[config.mk]
export PLATFORM = sky130hd
export DESIGN_NAME = hwm_phy_regbank
export DESIGN_NICKNAME = d
export VERILOG_FILES = /design/src/rtl/hwm_pkg.sv /design/src/rtl/hwm_reg.sv /design/src/rtl/hwm_stat_sample.sv /design/src/rtl/hwm_phy_regbank.sv
export SDC_FILE = /design/constraint.sdc
export NUM_CORES = 1
export LEC_CHECK = 0
export ABC_CLOCK_PERIOD_IN_PS = 1800
export BUFFER_PORTS_ARGS = -buffer_cell sky130_fd_sc_hd__buf_2
export CELL_PAD_IN_SITES_DETAIL_PLACEMENT = 0
export CELL_PAD_IN_SITES_GLOBAL_PLACEMENT = 2
export CORE_AREA = 8 8 91 93
export CTS_CLUSTER_DIAMETER = 50
export DETAILED_ROUTE_END_ITERATION = 7
export DIE_AREA = 0 0 99 101
export MAX_ROUTING_LAYER = met4
export PLACE_DENSITY_LB_ADDON = 0.1
export SYNTH_ARGS = -nofsm -noshare
export SYNTH_HDL_FRONTEND = slang
export SYNTH_SLANG_ARGS = --single-unit
export TNS_END_PERCENT = 50
[constraint.sdc]
create_clock -name clk -period 1.8 [get_ports clk]
set_input_delay 0.27 -clock clk [delete_from_list [all_inputs] [get_ports clk]]
set_output_delay 0.27 -clock clk [all_outputs]
set_load 0.005 [all_outputs]
[src/rtl/hwm_pkg.sv]
package hwm_pkg;
  localparam int unsigned HALF_W       = 16;
  localparam int unsigned WORD_W       = 2 * HALF_W;
  localparam int unsigned CFG_DATA_LSB = 7;
  localparam int unsigned CFG_DATA_W   = 4;
  localparam int unsigned CFG_ADDR_LSB = 1;
  localparam int unsigned CFG_ADDR_W   = 6;
  localparam int unsigned CFG_STB_BIT  = 0;
  localparam int unsigned LANE_LSB     = 3;

  typedef enum logic [1:0] {
    SEL_NONE = 2'd0,
    SEL_CFG  = 2'd1,
    SEL_LANE = 2'd2,
    SEL_STAT = 2'd3
  } reg_sel_e;

  function automatic logic [HALF_W-1:0] field_mask(input int unsigned lsb, input int unsigned width);
    logic [HALF_W-1:0] m;
    m = '0;
    for (int i = 0; i < int'(HALF_W); i++) begin
      if (i >= int'(lsb) && i < int'(lsb + width)) m[i] = 1'b1;
    end
    return m;
  endfunction
endpackage

[src/rtl/hwm_reg.sv]
module hwm_reg #(
  parameter int unsigned HALF_W = 16,
  parameter logic [HALF_W-1:0] KEEP_MASK = '1
) (
  input  logic                clk,
  input  logic                rst,
  input  logic                wr_en_i,
  input  logic [2*HALF_W-1:0] wdata_i,
  output logic [HALF_W-1:0]   q_o
);
  logic [HALF_W-1:0] q;
  logic [HALF_W-1:0] bit_en;
  logic [HALF_W-1:0] bit_val;

  assign bit_en  = wdata_i[2*HALF_W-1:HALF_W];
  assign bit_val = wdata_i[HALF_W-1:0];

  for (genvar i = 0; i < int'(HALF_W); i++) begin : g_bit
    if (KEEP_MASK[i]) begin : g_store
      always_ff @(posedge clk) begin
        if (rst)                       q[i] <= 1'b0;
        else if (wr_en_i && bit_en[i]) q[i] <= bit_val[i];
      end
    end else begin : g_tied
      assign q[i] = 1'b0;
    end
  end

  assign q_o = q;

  AST_UNMASKED_HOLD: assert property (@(posedge clk) disable iff (rst)
    wr_en_i |=> (((q ^ $past(q)) & ~$past(bit_en)) == '0));
  AST_MASKED_TAKE: assert property (@(posedge clk) disable iff (rst)
    wr_en_i |=> (((q ^ $past(bit_val)) & $past(bit_en) & KEEP_MASK) == '0));
  AST_IDLE_STABLE: assert property (@(posedge clk) disable iff (rst)
    !wr_en_i |=> $stable(q));
endmodule

[src/rtl/hwm_stat_sample.sv]
module hwm_stat_sample #(
  parameter int unsigned HALF_W   = 16,
  parameter int unsigned LOCK_BIT = 9,
  parameter int unsigned PEND_BIT = 10
) (
  input  logic              clk,
  input  logic              rst,
  input  logic              pll_locked_i,
  input  logic              pll_out_pend_i,
  output logic [HALF_W-1:0] stat_o
);
  logic lock_q;
  logic pend_q;

  always_ff @(posedge clk) begin
    if (rst) begin
      lock_q <= 1'b0;
      pend_q <= 1'b0;
    end else begin
      lock_q <= pll_locked_i;
      pend_q <= pll_out_pend_i;
    end
  end

  always_comb begin
    stat_o           = '0;
    stat_o[LOCK_BIT] = lock_q;
    stat_o[PEND_BIT] = pend_q;
  end

  AST_LOCK_FOLLOWS: assert property (@(posedge clk) disable iff (rst)
    1'b1 |=> (stat_o[LOCK_BIT] == $past(pll_locked_i)));
endmodule

[src/rtl/hwm_phy_regbank.sv]
module hwm_phy_regbank
  import hwm_pkg::*;
#(
  parameter int unsigned ADDR_W      = 16,
  parameter logic [ADDR_W-1:0] CFG_OFFSET  = 16'hE220,
  parameter logic [ADDR_W-1:0] LANE_OFFSET = 16'hE214,
  parameter logic [ADDR_W-1:0] STAT_OFFSET = 16'hE2A4,
  parameter int unsigned NUM_LANES   = 4,
  parameter int unsigned LOCK_BIT    = 9,
  parameter int unsigned PEND_BIT    = 10
) (
  input  logic              clk,
  input  logic              rst,
  input  logic [ADDR_W-1:0] bus_addr_i,
  input  logic [WORD_W-1:0] bus_wdata_i,
  input  logic              bus_we_i,
  output logic [WORD_W-1:0] rdata_o,
  input  logic              pll_locked_i,
  input  logic              pll_out_pend_i,
  output logic [CFG_DATA_W-1:0] cfg_data_o,
  output logic [CFG_ADDR_W-1:0] cfg_addr_o,
  output logic              cfg_strobe_o,
  output logic [NUM_LANES-1:0]  lane_idle_o
);
  localparam logic [HALF_W-1:0] CFG_KEEP =
    field_mask(CFG_DATA_LSB, CFG_DATA_W) | field_mask(CFG_ADDR_LSB, CFG_ADDR_W) |
    field_mask(CFG_STB_BIT, 1);
  localparam logic [HALF_W-1:0] LANE_KEEP = field_mask(LANE_LSB, NUM_LANES);

  reg_sel_e          sel;
  logic [HALF_W-1:0] cfg_q;
  logic [HALF_W-1:0] lane_q;
  logic [HALF_W-1:0] stat_q;
  logic [HALF_W-1:0] rd_mux;

  always_comb begin
    if (bus_addr_i == CFG_OFFSET)       sel = SEL_CFG;
    else if (bus_addr_i == LANE_OFFSET) sel = SEL_LANE;
    else if (bus_addr_i == STAT_OFFSET) sel = SEL_STAT;
    else                                sel = SEL_NONE;
  end

  hwm_reg #(.HALF_W(HALF_W), .KEEP_MASK(CFG_KEEP)) u_cfg (
    .clk(clk), .rst(rst),
    .wr_en_i(bus_we_i && (sel == SEL_CFG)),
    .wdata_i(bus_wdata_i), .q_o(cfg_q)
  );

  hwm_reg #(.HALF_W(HALF_W), .KEEP_MASK(LANE_KEEP)) u_lane (
    .clk(clk), .rst(rst),
    .wr_en_i(bus_we_i && (sel == SEL_LANE)),
    .wdata_i(bus_wdata_i), .q_o(lane_q)
  );

  hwm_stat_sample #(.HALF_W(HALF_W), .LOCK_BIT(LOCK_BIT), .PEND_BIT(PEND_BIT)) u_stat (
    .clk(clk), .rst(rst),
    .pll_locked_i(pll_locked_i), .pll_out_pend_i(pll_out_pend_i),
    .stat_o(stat_q)
  );

  always_comb begin
    unique case (sel)
      SEL_CFG:  rd_mux = cfg_q;
      SEL_LANE: rd_mux = lane_q;
      SEL_STAT: rd_mux = stat_q;
      default:  rd_mux = '0;
    endcase
  end

  always_ff @(posedge clk) begin
    if (rst) rdata_o <= '0;
    else     rdata_o <= {{(WORD_W-HALF_W){1'b0}}, rd_mux};
  end

  assign cfg_data_o   = cfg_q[CFG_DATA_LSB +: CFG_DATA_W];
  assign cfg_addr_o   = cfg_q[CFG_ADDR_LSB +: CFG_ADDR_W];
  assign cfg_strobe_o = cfg_q[CFG_STB_BIT];
  assign lane_idle_o  = lane_q[LANE_LSB +: NUM_LANES];

  AST_STAT_WRITE_IGNORED: assert property (@(posedge clk) disable iff (rst)
    (bus_we_i && sel == SEL_STAT) |=> ($stable(cfg_q) && $stable(lane_q)));
  AST_UNMAPPED_READ_ZERO: assert property (@(posedge clk) disable iff (rst)
    (sel == SEL_NONE) |=> (rdata_o == '0));
  AST_RESET_CLEAR: assert property (@(posedge clk)
    rst |=> (cfg_q == '0 && lane_q == '0 && rdata_o == '0));
  AST_CFG_READBACK: assert property (@(posedge clk) disable iff (rst)
    (sel == SEL_CFG && !bus_we_i) |=> (rdata_o[HALF_W-1:0] == cfg_q));
endmodule

==> impl_metrics.json <==
{
  "dr_wl_met3_um": 209,
  "max_freq_mhz": 741,
  "drc": 0,
  "coreArea_um2": 6940,
  "io_pins": 100,
  "powerDensity_nw_per_um2": 668,
  "cts-buffers-inserted": 3,
  "vias": 1325,
  "rsz0062_at_grt": "false",
  "start_util": 0.201,
  "synth_area_leader_cell": "dfxtp_1",
  "grt_max_degree": 24,
  "min_to": "u_stat.pend_q",
  "gp_congestion": 0.672,
  "die_area_um2": 10000,
  "nets": 285,
  "period_share": 0.749,
  "dp_hpwl_um": 3510,
  "root_buffer": "clkbuf_8",
  "cts_setup_buffers": 0,
  "p_leak_nw": 0.841,
  "final_area_um2": 1850,
  "synth_async_sr_flop_share": 0,
  "cp_max_fo": 23,
  "drv_cap": 0,
  "hold_buffers": 0,
  "htree_num_levels": 1,
  "synth_top_area_share": 0.402,
  "cts.sinks": 28,
  "clkLatencyLatePin_ns": 0.27,
  "drt_iter0_markers": 41,
  "min_from": "pll_out_pend_i",
  "ys_types": 31,
  "reg2reg_setup_slack_ns": 1.11,
  "die_h_um": 101,
  "worstPathRequired_ns": 2.01,
  "cts_resized": 0,
  "yosys_warnings": 0,
  "wl_met2_um": 2090,
  "ys_ff_latch": 28,
  "drt_pre_antenna_iters": 4,
  "die_w_um": 99,
  "tritoncts": "yes",
  "antenna_cells": 0,
  "fillerInstances": 783,
  "crit_arrival_ns": 1.55,
  "grt_pass1_wl_um": 7170,
  "drv_slew": 0,
  "antenna_found_initial": 0,
  "period_needed_ns": 1.35,
  "drt-met1-wl_um": 2120,
  "synthTopCellsByArea": "dfxtp_1, buf_4, a21oi_1",
  "placed_area_um2": 1780,
  "synthToLayoutAreaGrowth_pct": 32.7,
  "worstReg2RegEnd": "rdata_o[4]",
  "reg2reg_depth": 2,
  "synthFlopType": "dfxtp_1",
  "synth_area_um2": 1400,
  "gr-usage-all-layers": 0.0918,
  "rows": 31,
  "ant_nets": 0,
  "hold_viol": 0,
  "setup_viol": 0,
  "fin_setup_tns_ns": 0,
  "start_kind": "input port",
  "drt-wirelength-per-cell_um": 14.2,
  "io_buffer_count": 68,
  "ir_worst_vdd_uv": 181,
  "yosysSeqAreaShare": 0.402,
  "top_layer_used": "met4",
  "grt_pass1_vias": 1446,
  "routed_wl_um": 4450,
  "crit_start": "bus_addr_i[1]",
  "min_path_cells": 2,
  "end_kind": "flip-flop",
  "drive_gt1_frac": 0.359,
  "worstSetupPathType": "in2reg",
  "r2r-start": "u_lane.q_o[4]",
  "skew_ns": 0.000440,
  "power.total_mw": 1.24,
  "worstHoldPathType": "in2reg",
  "vias_per_cell": 4.23,
  "clk_pin_slew_worst_paths_ns": 0.10,
  "synth_edf_count": 0,
  "syn_avg_cell_area_um2": 8.61,
  "status": "finished, final reports clean",
  "synth_cells": 162,
  "grt_overflow": 0,
  "whs_ns": 0.214,
  "clockBufferDepth": 2
}
==> logic make-up after synthesis <==
group	count (synthesis)	synth area share
other cells	1	0.00269
buf+inv	36	0.164
simple gates	61	0.283
compound gates	36	0.149
flops	28	0.402
==> worst max path at each step <==
stage	cells past startpoint	to
finish	6	u_cfg.q_o[2]
global route	6	u_cfg.q_o[1]
CTS	7	rdata_o[9]
detailed placement	7	rdata_o[10]
global placement	6	u_cfg.q_o[8]
floorplan	5	u_cfg.q_o[10]
==> metrics by stage <==
stage,instances,setup slack (ns),util
after floorplan,182,0.385,-
after global placement,309,0.147,0.256
after detailed placement,309,0.142,0.256
after CTS,313,0.438,0.267
after global routing,313,0.366,0.267
final,313,0.451,0.267
==> where the power goes <==
group	leakage (nW)	internal [mW]	switching, mW
logic	0.580	0.0498	0.0684
registers	0.226	0.621	0.000486
clock network	0.0357	0.298	0.200
total	0.841	0.969	0.269
==> per-layer routing <==
metal  vias to the layer above  global-route usage
met5                         -                   -
met4                         0              0.0283
met3                         2              0.0180
met2                        51               0.153
met1                       600               0.109
li1                        672                   -
==> synthesized netlist by cell type, drive strengths merged (2+ instances only) <==
library cell	n
nor4	2
o31ai	8
nand4	9
nor2b	3
clkbuf	4
buf	25
or3	7
a22o	2
and2	9
inv	7
o21ai	7
nand3	15
dfxtp	28
nor3b	2
nand2	6
a21oi	19
==> registers in the layout, summed over array words and instances (netlist names) <==
register / flops
rdata_o: 11
u_cfg.q_o: 11
u_lane.q_o: 4
u_stat.lock_q: 1
u_stat.pend_q: 1
==> cells in the final DEF (no fill, tap or decap) <==
master      n
buf_2      68
dfxtp_1    28
conb_1     21
a21oi_1    19
nand3_1    15
and2_1      9
o31ai_1     8
nand4_1     8
o21ai_0     7
inv_1       7
or3_1       7
nand2_1     6
buf_4       4
nor2b_1     3
clkbuf_8    3
a22o_1      2
buf_12      2
and4bb_2    1
nor4_4      1
nor3b_1     1
nand4_2     1
or3b_1      1
and4_1      1
nor3b_4     1
or2_2       1
nor2_1      1
nor3_1      1
nand3b_1    1
nand4b_1    1
nor4_1      1
bufinv_16   1
==> layout make-up <==
cell class,count,area [µm²],area share
clock inverter,1,30.0,0.0162
multi-input combinational,118,681,0.368
tap,82,103,0.0554
sequential,28,561,0.303
timing repair buffer,74,410,0.222
inverter,7,26.3,0.0142
clock buffer,3,41.3,0.0223
==> critical path, cell delays in order <==
cell and delay [ns]:
buf_2 0.11, nor4_4 0.33, nand4_2 0.17, buf_12 0.19
or3_1 0.34, a21oi_1 0.14
(Power assumes the default switching activity.)
